==> src/rtl/tic_pkg.sv <==
`timescale 1ns/1ps
package tic_pkg;
  localparam int STACK_W  = 6;
  localparam int CODE_W   = 4;
  localparam int CODE_LSB = 2;
  localparam int LINE_LSB = 8;

  localparam logic [1:0] IDX_RXCTRL = 2'd0;
  localparam logic [1:0] IDX_RXDATA = 2'd1;
  localparam logic [1:0] IDX_TXCTRL = 2'd2;
  localparam logic [1:0] IDX_TXDATA = 2'd3;

  typedef enum logic [2:0] {
    SEL_NONE,
    SEL_RXCTRL,
    SEL_RXDATA,
    SEL_TXCTRL,
    SEL_TXDATA
  } busSel_t;

  typedef struct packed {
    logic wrRxCtrl;
    logic rdRxData;
    logic wrTxData;
  } devStrobe_t;

  typedef struct packed {
    logic push;
    logic pop;
    logic wrStatus;
  } excStrobe_t;
endpackage

==> src/rtl/tic_ctrl.sv <==
`timescale 1ns/1ps
module tic_ctrl
  import tic_pkg::*;
#(
  parameter int ADDR_W = 32,
  parameter logic [ADDR_W-1:0] BASE_ADDR = 32'hFFFF_0000
) (
  input  logic [ADDR_W-1:0] busAddr,
  input  logic              busWrEn,
  input  logic              busRdEn,
  input  logic              copWrEn,
  input  logic              copSel,
  input  logic              excEnter,
  input  logic              excReturn,
  output devStrobe_t        devStrb,
  output excStrobe_t        excStrb,
  output busSel_t           rdSel
);
  localparam int PAGE_LSB = 4;

  logic       inPage;
  logic [1:0] wordIdx;

  assign inPage  = (busAddr[ADDR_W-1:PAGE_LSB] == BASE_ADDR[ADDR_W-1:PAGE_LSB])
                && (busAddr[1:0] == 2'b00);
  assign wordIdx = busAddr[3:2];

  always_comb begin
    rdSel = SEL_NONE;
    if (inPage) begin
      case (wordIdx)
        IDX_RXCTRL: rdSel = SEL_RXCTRL;
        IDX_RXDATA: rdSel = SEL_RXDATA;
        IDX_TXCTRL: rdSel = SEL_TXCTRL;
        IDX_TXDATA: rdSel = SEL_TXDATA;
        default:    rdSel = SEL_NONE;
      endcase
    end
  end

  always_comb begin
    devStrb.wrRxCtrl = busWrEn & (rdSel == SEL_RXCTRL);
    devStrb.rdRxData = busRdEn & (rdSel == SEL_RXDATA);
    devStrb.wrTxData = busWrEn & (rdSel == SEL_TXDATA);
  end

  // entry beats return, both beat a software write of the status word
  always_comb begin
    excStrb.push     = excEnter;
    excStrb.pop      = excReturn & ~excEnter;
    excStrb.wrStatus = copWrEn & ~copSel & ~excEnter & ~excReturn;
  end
endmodule

==> src/rtl/tic_dev_regs.sv <==
`timescale 1ns/1ps
module tic_dev_regs
  import tic_pkg::*;
#(
  parameter int DATA_W = 32,
  parameter int CHAR_W = 8
) (
  input  logic              clk,
  input  logic              rstN,
  input  devStrobe_t        strb,
  input  busSel_t           rdSel,
  input  logic [DATA_W-1:0] busWrData,
  input  logic              rxValid,
  input  logic [CHAR_W-1:0] rxChar,
  input  logic              txReady,
  output logic [DATA_W-1:0] busRdData,
  output logic [CHAR_W-1:0] txChar,
  output logic              txStrobe,
  output logic              rxReady,
  output logic              devIrq
);
  localparam int READY_BIT = 0;
  localparam int IE_BIT    = 1;

  logic              rxReadyQ;
  logic              rxIeQ;
  logic [CHAR_W-1:0] rxDataQ;
  logic [CHAR_W-1:0] txCharQ;
  logic              txStrobeQ;
  logic              txAccept;
  logic              unusedWrBits;

  assign txAccept     = strb.wrTxData & txReady;
  assign unusedWrBits = ^busWrData[DATA_W-1:CHAR_W];

  always_ff @(posedge clk) begin
    if (!rstN) begin
      rxReadyQ  <= 1'b0;
      rxIeQ     <= 1'b0;
      rxDataQ   <= '0;
      txCharQ   <= '0;
      txStrobeQ <= 1'b0;
    end else begin
      if (rxValid) begin
        rxReadyQ <= 1'b1;
        rxDataQ  <= rxChar;
      end else if (strb.rdRxData) begin
        rxReadyQ <= 1'b0;
      end
      if (strb.wrRxCtrl) rxIeQ <= busWrData[IE_BIT];
      txStrobeQ <= txAccept;
      if (txAccept) txCharQ <= busWrData[CHAR_W-1:0];
    end
  end

  always_comb begin
    busRdData = '0;
    case (rdSel)
      SEL_RXCTRL: begin
        busRdData[READY_BIT] = rxReadyQ;
        busRdData[IE_BIT]    = rxIeQ;
      end
      SEL_RXDATA: busRdData[CHAR_W-1:0] = rxDataQ;
      SEL_TXCTRL: busRdData[READY_BIT]  = txReady;
      default:    busRdData = '0;
    endcase
  end

  assign txChar   = txCharQ;
  assign txStrobe = txStrobeQ;
  assign rxReady  = rxReadyQ;
  assign devIrq   = rxReadyQ & rxIeQ;
endmodule

==> src/rtl/tic_exc_state.sv <==
`timescale 1ns/1ps
module tic_exc_state
  import tic_pkg::*;
#(
  parameter int DATA_W    = 32,
  parameter int NUM_LINES = 8
) (
  input  logic                 clk,
  input  logic                 rstN,
  input  excStrobe_t           strb,
  input  logic                 copSel,
  input  logic [DATA_W-1:0]    copWrData,
  input  logic [CODE_W-1:0]    excCode,
  input  logic                 devIrq,
  input  logic [NUM_LINES-2:0] otherIrq,
  output logic [DATA_W-1:0]    copRdData,
  output logic                 irqReq,
  output logic                 kernelMode,
  output logic [STACK_W-1:0]   stackBits
);
  localparam int IE_CUR = 0;
  localparam int KU_CUR = 1;

  logic [STACK_W-1:0]   stackQ;
  logic [NUM_LINES-1:0] maskQ;
  logic [CODE_W-1:0]    codeQ;
  logic [NUM_LINES-1:0] pending;
  logic                 unusedWrBits;

  assign pending      = {otherIrq, devIrq};
  assign unusedWrBits = ^{copWrData[LINE_LSB-1:STACK_W],
                          copWrData[DATA_W-1:LINE_LSB+NUM_LINES]};

  always_ff @(posedge clk) begin
    if (!rstN) begin
      stackQ <= '0;
      maskQ  <= '0;
      codeQ  <= '0;
    end else if (strb.push) begin
      stackQ <= {stackQ[STACK_W-3:0], 2'b00};
      codeQ  <= excCode;
    end else if (strb.pop) begin
      stackQ <= {stackQ[STACK_W-1:STACK_W-2], stackQ[STACK_W-1:2]};
    end else if (strb.wrStatus) begin
      stackQ <= copWrData[STACK_W-1:0];
      maskQ  <= copWrData[LINE_LSB +: NUM_LINES];
    end
  end

  always_comb begin
    copRdData = '0;
    if (copSel) begin
      copRdData[LINE_LSB +: NUM_LINES] = pending;
      copRdData[CODE_LSB +: CODE_W]    = codeQ;
    end else begin
      copRdData[STACK_W-1:0]           = stackQ;
      copRdData[LINE_LSB +: NUM_LINES] = maskQ;
    end
  end

  assign irqReq     = stackQ[IE_CUR] & (|(pending & maskQ));
  assign kernelMode = ~stackQ[KU_CUR];
  assign stackBits  = stackQ;
endmodule

==> src/rtl/term_irq_ctrl.sv <==
`timescale 1ns/1ps
module term_irq_ctrl
  import tic_pkg::*;
#(
  parameter int ADDR_W    = 32,
  parameter int DATA_W    = 32,
  parameter int CHAR_W    = 8,
  parameter int NUM_LINES = 8,
  parameter logic [ADDR_W-1:0] BASE_ADDR = 32'hFFFF_0000
) (
  input  logic                 clk,
  input  logic                 rstN,
  input  logic [ADDR_W-1:0]    busAddr,
  input  logic                 busWrEn,
  input  logic                 busRdEn,
  input  logic [DATA_W-1:0]    busWrData,
  output logic [DATA_W-1:0]    busRdData,
  input  logic                 copSel,
  input  logic                 copWrEn,
  input  logic [DATA_W-1:0]    copWrData,
  output logic [DATA_W-1:0]    copRdData,
  input  logic                 excEnter,
  input  logic                 excReturn,
  input  logic [CODE_W-1:0]    excCode,
  input  logic [NUM_LINES-2:0] otherIrq,
  input  logic                 rxValid,
  input  logic [CHAR_W-1:0]    rxChar,
  input  logic                 txReady,
  output logic [CHAR_W-1:0]    txChar,
  output logic                 txStrobe,
  output logic                 irqReq,
  output logic                 kernelMode
);
  devStrobe_t         devStrb;
  excStrobe_t         excStrb;
  busSel_t            rdSel;
  logic               devIrq;
  logic               rxReady;
  logic [STACK_W-1:0] stackBits;

  tic_ctrl #(.ADDR_W(ADDR_W), .BASE_ADDR(BASE_ADDR)) i_ctrl (
    .busAddr  (busAddr),
    .busWrEn  (busWrEn),
    .busRdEn  (busRdEn),
    .copWrEn  (copWrEn),
    .copSel   (copSel),
    .excEnter (excEnter),
    .excReturn(excReturn),
    .devStrb  (devStrb),
    .excStrb  (excStrb),
    .rdSel    (rdSel)
  );

  tic_dev_regs #(.DATA_W(DATA_W), .CHAR_W(CHAR_W)) i_dev (
    .clk      (clk),
    .rstN     (rstN),
    .strb     (devStrb),
    .rdSel    (rdSel),
    .busWrData(busWrData),
    .rxValid  (rxValid),
    .rxChar   (rxChar),
    .txReady  (txReady),
    .busRdData(busRdData),
    .txChar   (txChar),
    .txStrobe (txStrobe),
    .rxReady  (rxReady),
    .devIrq   (devIrq)
  );

  tic_exc_state #(.DATA_W(DATA_W), .NUM_LINES(NUM_LINES)) i_exc (
    .clk       (clk),
    .rstN      (rstN),
    .strb      (excStrb),
    .copSel    (copSel),
    .copWrData (copWrData),
    .excCode   (excCode),
    .devIrq    (devIrq),
    .otherIrq  (otherIrq),
    .copRdData (copRdData),
    .irqReq    (irqReq),
    .kernelMode(kernelMode),
    .stackBits (stackBits)
  );
endmodule

==> config.mk <==
export PLATFORM = sky130hd
export DESIGN_NAME = term_irq_ctrl
export DESIGN_NICKNAME = d
export VERILOG_FILES = /design/src/rtl/tic_pkg.sv /design/src/rtl/tic_ctrl.sv /design/src/rtl/tic_dev_regs.sv /design/src/rtl/tic_exc_state.sv /design/src/rtl/term_irq_ctrl.sv
export SDC_FILE = /design/constraint.sdc
export NUM_CORES = 1
export LEC_CHECK = 0
export ABC_CLOCK_PERIOD_IN_PS = 2300
export BUFFER_PORTS_ARGS = -buffer_cell sky130_fd_sc_hd__buf_2
export CORE_MARGIN = 2
export CORE_UTILIZATION = 39
export CTS_BUF_LIST = sky130_fd_sc_hd__clkbuf_8
export CTS_CLUSTER_DIAMETER = 60
export DETAILED_ROUTE_END_ITERATION = 6
export HOLD_SLACK_MARGIN = 0.08
export PLACE_DENSITY_LB_ADDON = 0.1
export SLEW_MARGIN = 40
export SYNTH_ARGS = -nofsm -noshare
export SYNTH_HDL_FRONTEND = slang
export SYNTH_SLANG_ARGS = --single-unit
export TNS_END_PERCENT = 20
==> constraint.sdc <==
create_clock -name clk -period 2.3 [get_ports clk]
set_input_delay 0.23 -clock clk [delete_from_list [all_inputs] [get_ports clk]]
set_output_delay 0.23 -clock clk [all_outputs]
set_load 0.02 [all_outputs]
==> qor.txt, run 1 <==
N_diodes: 0
Number of synthesized flops with an enable pin: 0
RSZ-0062 raised after global routing: false
Sequential share of power: 0.434
P_leak: 0.00142 uW
Maximum clock rate: 475 MHz
Via/cell ratio: 4.66
First DRT Iteration DRCs: 40
Peak supply drop: 0.000269 V
Max-cap violations: 0
Die area: 6420 sq um
First-pass GRT wire length: 8250 um
Final Hold Viols: 0
DR WL/cell: 12.2 um
Worst-path cell chain: buf_2 -> nand4b_1 -> or4_1 -> or3_1 -> a21oi_1 -> buf_2
Htree depth: 2
Antenna-violating nets left: 0
Clk buf depth: 2
Initial antenna violation count: 0
Worst-path maximum fanout: 4
Longest individual stage delay on the worst path: 0.61 ns
Ports: 200
Slowest-stage cell, CP: or4_1
Hold-fix buffers, CTS: 0
# port buffers: 115
Top cell by count, worst path: buf_2
Post-synthesis async set-or-reset flop share: 0
Grt ovf: 0
Delay-heaviest family, CP: simple AND/OR/NAND/NOR gates
Std cell rows: 27
CTS tree: done
Yosys top cell area share: 0.328
Status: finished clean
Top FF cell, synth: dfxtp_1
Post-route minimum period: 2.10 ns
P&R area growth vs syn: 27.5%
Synthesis-stage register bit count: 37
Max Slew Vio Count: 0
Crit path arrival time: 1.87 ns
Worst Hold Class: input port to flip-flop
Clock network power share: 0.385
Crit end category: primary output
CORE AREA: 5540 sq um
Skew-Pair Late Insertion Delay: 0.29 ns
Total Neg Setup Slack: 0 ns
CTS Buf Count: 5
DP HPWL: 4390 um
Initial core utilization: 0.408
WS Path Type: input port to primary output
Clock sinks: 37
Post-Syn Area: 2260 sq um
CP Buf/Inv Count: 2
Gr usage total: 0.162
Post-route DRC: 0
P_int: 1120 uW
Top post-synthesis cells by area: dfxtp_1, buf_4, mux2i_1
Drt pass-1 iters: 4
Non-Filler Instances: 457
Post-Syn Instances: 268
Yosys top cell by area: dfxtp_1
Sequential fraction of the synthesis area: 0.328
Reg clk slew, reported paths: 0.08 ns
Vias in the first global route: 1920
Gates resized, CTS repair: 0
Cells after DPL: 449
Combinational share of power: 0.182
Final setup viols: 0
Critical Path RT: 2.07 ns
Power Dens Cells: 537 nW/um^2
Critical path startpoint category: input port
Setup Fix Bufs, Post-CTS: 0
Yosys warns: 0
Final Skew: 0.00296 ns
Die span in y: 80.1 um
CTS Root Cell: clkbuf_8
Final worst-path cycle share: 0.915
Final wirelength: 5570 um
Mapped Avg Cell Area: 8.43 sq um
Commonest cells in the synthesized netlist: buf_4, nand2_1, dfxtp_1, mux2i_1, nor2_1
Nets: 512
Largest net degree at the start of global routing: 26
Share of cells above drive strength 1: 0.374
Synth cell types: 37
P_sw: 427 uW
DIE WIDTH: 80.1 um
Switching part of the total power: 0.276
GPL Wtd Cong: 0.852
Routed vias: 2131
-- area by class of cell --
cell class                      count  area [sq um]
Timing Repair Buffer              119           606
Multi-Input combinational cell    213          1290
Clock inverter                      2          37.5
Inverter                            8          30.0
Tap cell                           72          90.1
Clock buffer                        6          82.6
Sequential cell                    37           741
Fill cell                         563          2660
-- routing by layer --
metal  global-route usage  vias up  part of all wire
li1                     -     1072                 -
met1                0.182      957              0.42
met2                0.297       97              0.48
met3               0.0438        5             0.090
met4               0.0508        0             0.011
met5                    0        -                 0
-- cell usage in the layout, fill, tap and decap left out, types with 2 or more instances in the layout --
master    netlist  final
a221oi_1        3      3
mux2i_1        25     25
inv_1           7      7
nor2_1         22     22
buf_4          42      4
and2_1          6      6
dfxtp_1        37     37
a21oi_1        12     12
nand4b_1        4      4
nand3_1         4      4
nand4_1         4      4
conb_1          1     42
buf_2           0    115
clkbuf_8        0      6
ha_1            3      3
o21ai_0         6      6
nor3b_1         2      2
a31oi_1         2      2
nand2_1        42     42
nor4_1          4      4
mux2_2         11     11
nor2b_1         3      3
nor4b_1         4      4
a22oi_1         2      2
-- worst paths after layout --
path / start / end / slack (ns) / cells past startpoint
worst min-delay path: busRdEn / i_dev.rxReady$_SDFFE_PN0P_ / 0.13 / 2
worst max-delay path: busAddr[0] / busRdData[1] / 0.20 / 6
worst min register to register: i_dev.txChar[1]$_SDFFE_PN0P_ / i_dev.txChar[1]$_SDFFE_PN0P_ / 0.46 / 2
worst max register to register: i_exc.stackBits[4]$_SDFFE_PN0P_ / i_exc.stackBits[4]$_SDFFE_PN0P_ / 1.43 / 3
-- cells by family (layout without fill, tap and decap cells) --
| logic type | after synthesis | count (layout) | share of synthesized area |
|---|---|---|---|
| AO/OA/AOI/OAI | 28 | 28 | 0.0764 |
| buffers and inverters | 59 | 135 | 0.168 |
| flip-flops | 37 | 37 | 0.328 |
| multiplexers | 36 | 36 | 0.166 |
| other | 1 | 42 | 0.00166 |
| AND/OR/NAND/NOR | 104 | 104 | 0.244 |
| adder cells (fa/ha/maj) | 3 | 3 | 0.0166 |
-- power groups by stage --
| stage | clock network (uW) | logic, uW | registers [uW] |
|---|---|---|---|
| 6_report | 596 | 281 | 671 |
| 5_1_grt | 631 | 308 | 674 |
| 4_1_cts | 611 | 281 | 671 |
| 3_5_place_dp | 0 | 280 | 686 |
| 3_3_place_gp | 0 | 276 | 686 |
| 2_1_floorplan | 0 | 230 | 682 |
-- sequential cells by signal, summed over array words and instances (netlist names) --
| register | count |
|---|---|
| i_exc.maskQ | 8 |
| i_dev.rxIeQ | 1 |
| i_dev.rxDataQ | 8 |
| i_dev.rxReady | 1 |
| i_dev.txChar | 8 |
| i_exc.stackBits | 6 |
| i_dev.txStrobe | 1 |
| i_exc.codeQ | 4 |
-- metrics by stage --
stage	hold WS, ns	cell area, sq um	total power [uW]	util	setup WS (ns)
6_report	0.134	2880	1550	0.520	0.196
5_1_grt	0.124	2880	1610	0.520	0.0871
4_1_cts	0.122	2880	1560	0.520	0.209
3_5_place_dp	0.440	2760	966	0.498	0.222
3_3_place_gp	0.426	2760	962	0.498	0.220
2_1_floorplan	0.338	2410	912	-	0.380
(Power assumes the default switching activity.)
==> run 2, diff against run 1 <==
RECOVER_POWER = 25   (was not set)
==> run 2 against run 1 <==
Net effect: final cell count is the same; via count hardly changed; total power about the same; register-to-register slack got worse by 0.02 ns; setup slack got worse by 0.0023 ns; clock power about the same; utilization barely moved; combinational power barely moved; critical path depth grew 1; non-clock buffer count stayed put; sequential share of layout area about the same; largest power group unchanged; highest routed layer unchanged.
==> qor.txt, run 2 (same netlist as run 1, synthesis figures left out) <==
Critical path startpoint category: input port
Crit path arrival time: 1.88 ns
First-pass GRT wire length: 8250 um
Hold-fix buffers, CTS: 0
Placed instance area: 2760 sq um
Std cell rows: 27
Gates resized, CTS repair: 0
N_diodes: 0
Power Dens Cells: 538 nW/um^2
Share of cells above drive strength 1: 0.366
Final hold slack: 0.138 ns
First DRT Iteration DRCs: 40
Initial antenna violation count: 0
Worst-path maximum fanout: 7
Max Slew Vio Count: 0
Final Power: 1550 uW
Met3 usage: 0.0438
Storage cell area: 741 sq um
Post-route minimum period: 2.11 ns
GPL Wtd Cong: 0.852
Grt ovf: 0
DP HPWL: 4390 um
Fillers: 564
P_leak: 0.00141 uW
Reg clk slew, reported paths: 0.08 ns
Drt pass-1 iters: 4
Vias in the first global route: 1920
Die span in y: 80.1 um
CTS Buf Count: 5
Skew-Pair Late Insertion Delay: 0.29 ns
Die area: 6420 sq um
Largest net degree at the start of global routing: 26
Critical Path RT: 2.07 ns
Final instance area: 2880 sq um
Status: finished clean
Commonest non-fill, non-tap cells in the layout: buf_2, nand2_1, conb_1, dfxtp_1, mux2i_1
Antenna-violating nets left: 0
Crit end category: primary output
Nets: 512
Final worst-path cycle share: 0.916
Final setup viols: 0
Utilization after layout: 0.519
GRT Max-Usage Layer: met2
P&R area growth vs syn: 27.4%
Worst-Margin Slew: 0.857 ns
Total Neg Setup Slack: 0 ns
Final Hold Viols: 0
Via/cell ratio: 4.67
DR WL/cell: 12.2 um
# port buffers: 115
Max-cap violations: 0
Met2 Use GR: 0.297
Relative slew slack: 0.429
Clock sinks: 37
GR Layer Usage met1: 0.182
Most common cell after layout, fill and taps aside: buf_2
Area of the multi-input gates: 1290 sq um
Clk buf depth: 2
Worst Hold Class: input port to flip-flop
Gr usage total: 0.162
Final wirelength: 5570 um
Post-route DRC: 0
Initial core utilization: 0.408
DIE WIDTH: 80.1 um
Routed vias: 2133
WS Path Type: input port to primary output
CTS Root Cell: clkbuf_8
RSZ-0062 raised after global routing: false
Htree depth: 2
Maximum clock rate: 475 MHz
Peak supply drop: 0.000269 V
CORE AREA: 5540 sq um
CTS tree: done
Ports: 200
Final Skew: 0.00318 ns
Setup Fix Bufs, Post-CTS: 0
run 2: cell count changes in the layout (fill, tap and decap cells not counted):
cell,change
inv_1,+1
clkbuf_1,+2
inv_2,-1
buf_2,-2
run 2: final timing paths:
check	depth (start not counted)	start	to	slack, ns
worst min-delay path	2	busRdEn	i_dev.rxReady$_SDFFE_PN0P_	0.14
worst max register to register	3	i_exc.stackBits[4]$_SDFFE_PN0P_	i_exc.stackBits[4]$_SDFFE_PN0P_	1.41
worst min register to register	2	i_dev.txChar[1]$_SDFFE_PN0P_	i_dev.txChar[1]$_SDFFE_PN0P_	0.46
worst max-delay path	7	busAddr[0]	busRdData[3]	0.19
run 2: critical path, stage by stage:
cell	delay [ns]
buf_2	0.10
nand4b_1	0.16
or4_1	0.61
nor4_2	0.28
buf_4	0.19
and2_1	0.13
buf_2	0.16
run 2: power by group:
group	switching [uW]	total, uW	leakage (uW)	internal (uW)
Sequential	11.6	671	0.000301	660
Combinational	172	281	0.00105	108
Clock	243	595	0.0000574	353
Total	426	1550	0.00141	1120
run 2: metrics by stage:
| stage | setup WS (ns) | cells |
|---|---|---|
| 5_1_grt | 0.0871 | 457 |
| 2_1_floorplan | 0.380 | 309 |
| 4_1_cts | 0.209 | 457 |
| 6_report | 0.194 | 457 |
| 3_3_place_gp | 0.220 | 449 |
| 3_5_place_dp | 0.222 | 449 |
run 2: layout make-up:
type	count	area share
multi-input combinational	213	0.450
clock buffer	6	0.0287
clock inverter	2	0.0130
tap	72	0.0313
timing repair buffer	119	0.210
sequential	37	0.257
inverter	8	0.0104
run 2: per-layer routing:
layer | vias to the layer above | share of wire
li1 | 1072 | -
met1 | 959 | 0.42
met2 | 97 | 0.48
met3 | 5 | 0.090
met4 | 0 | 0.011
met5 | - | 0
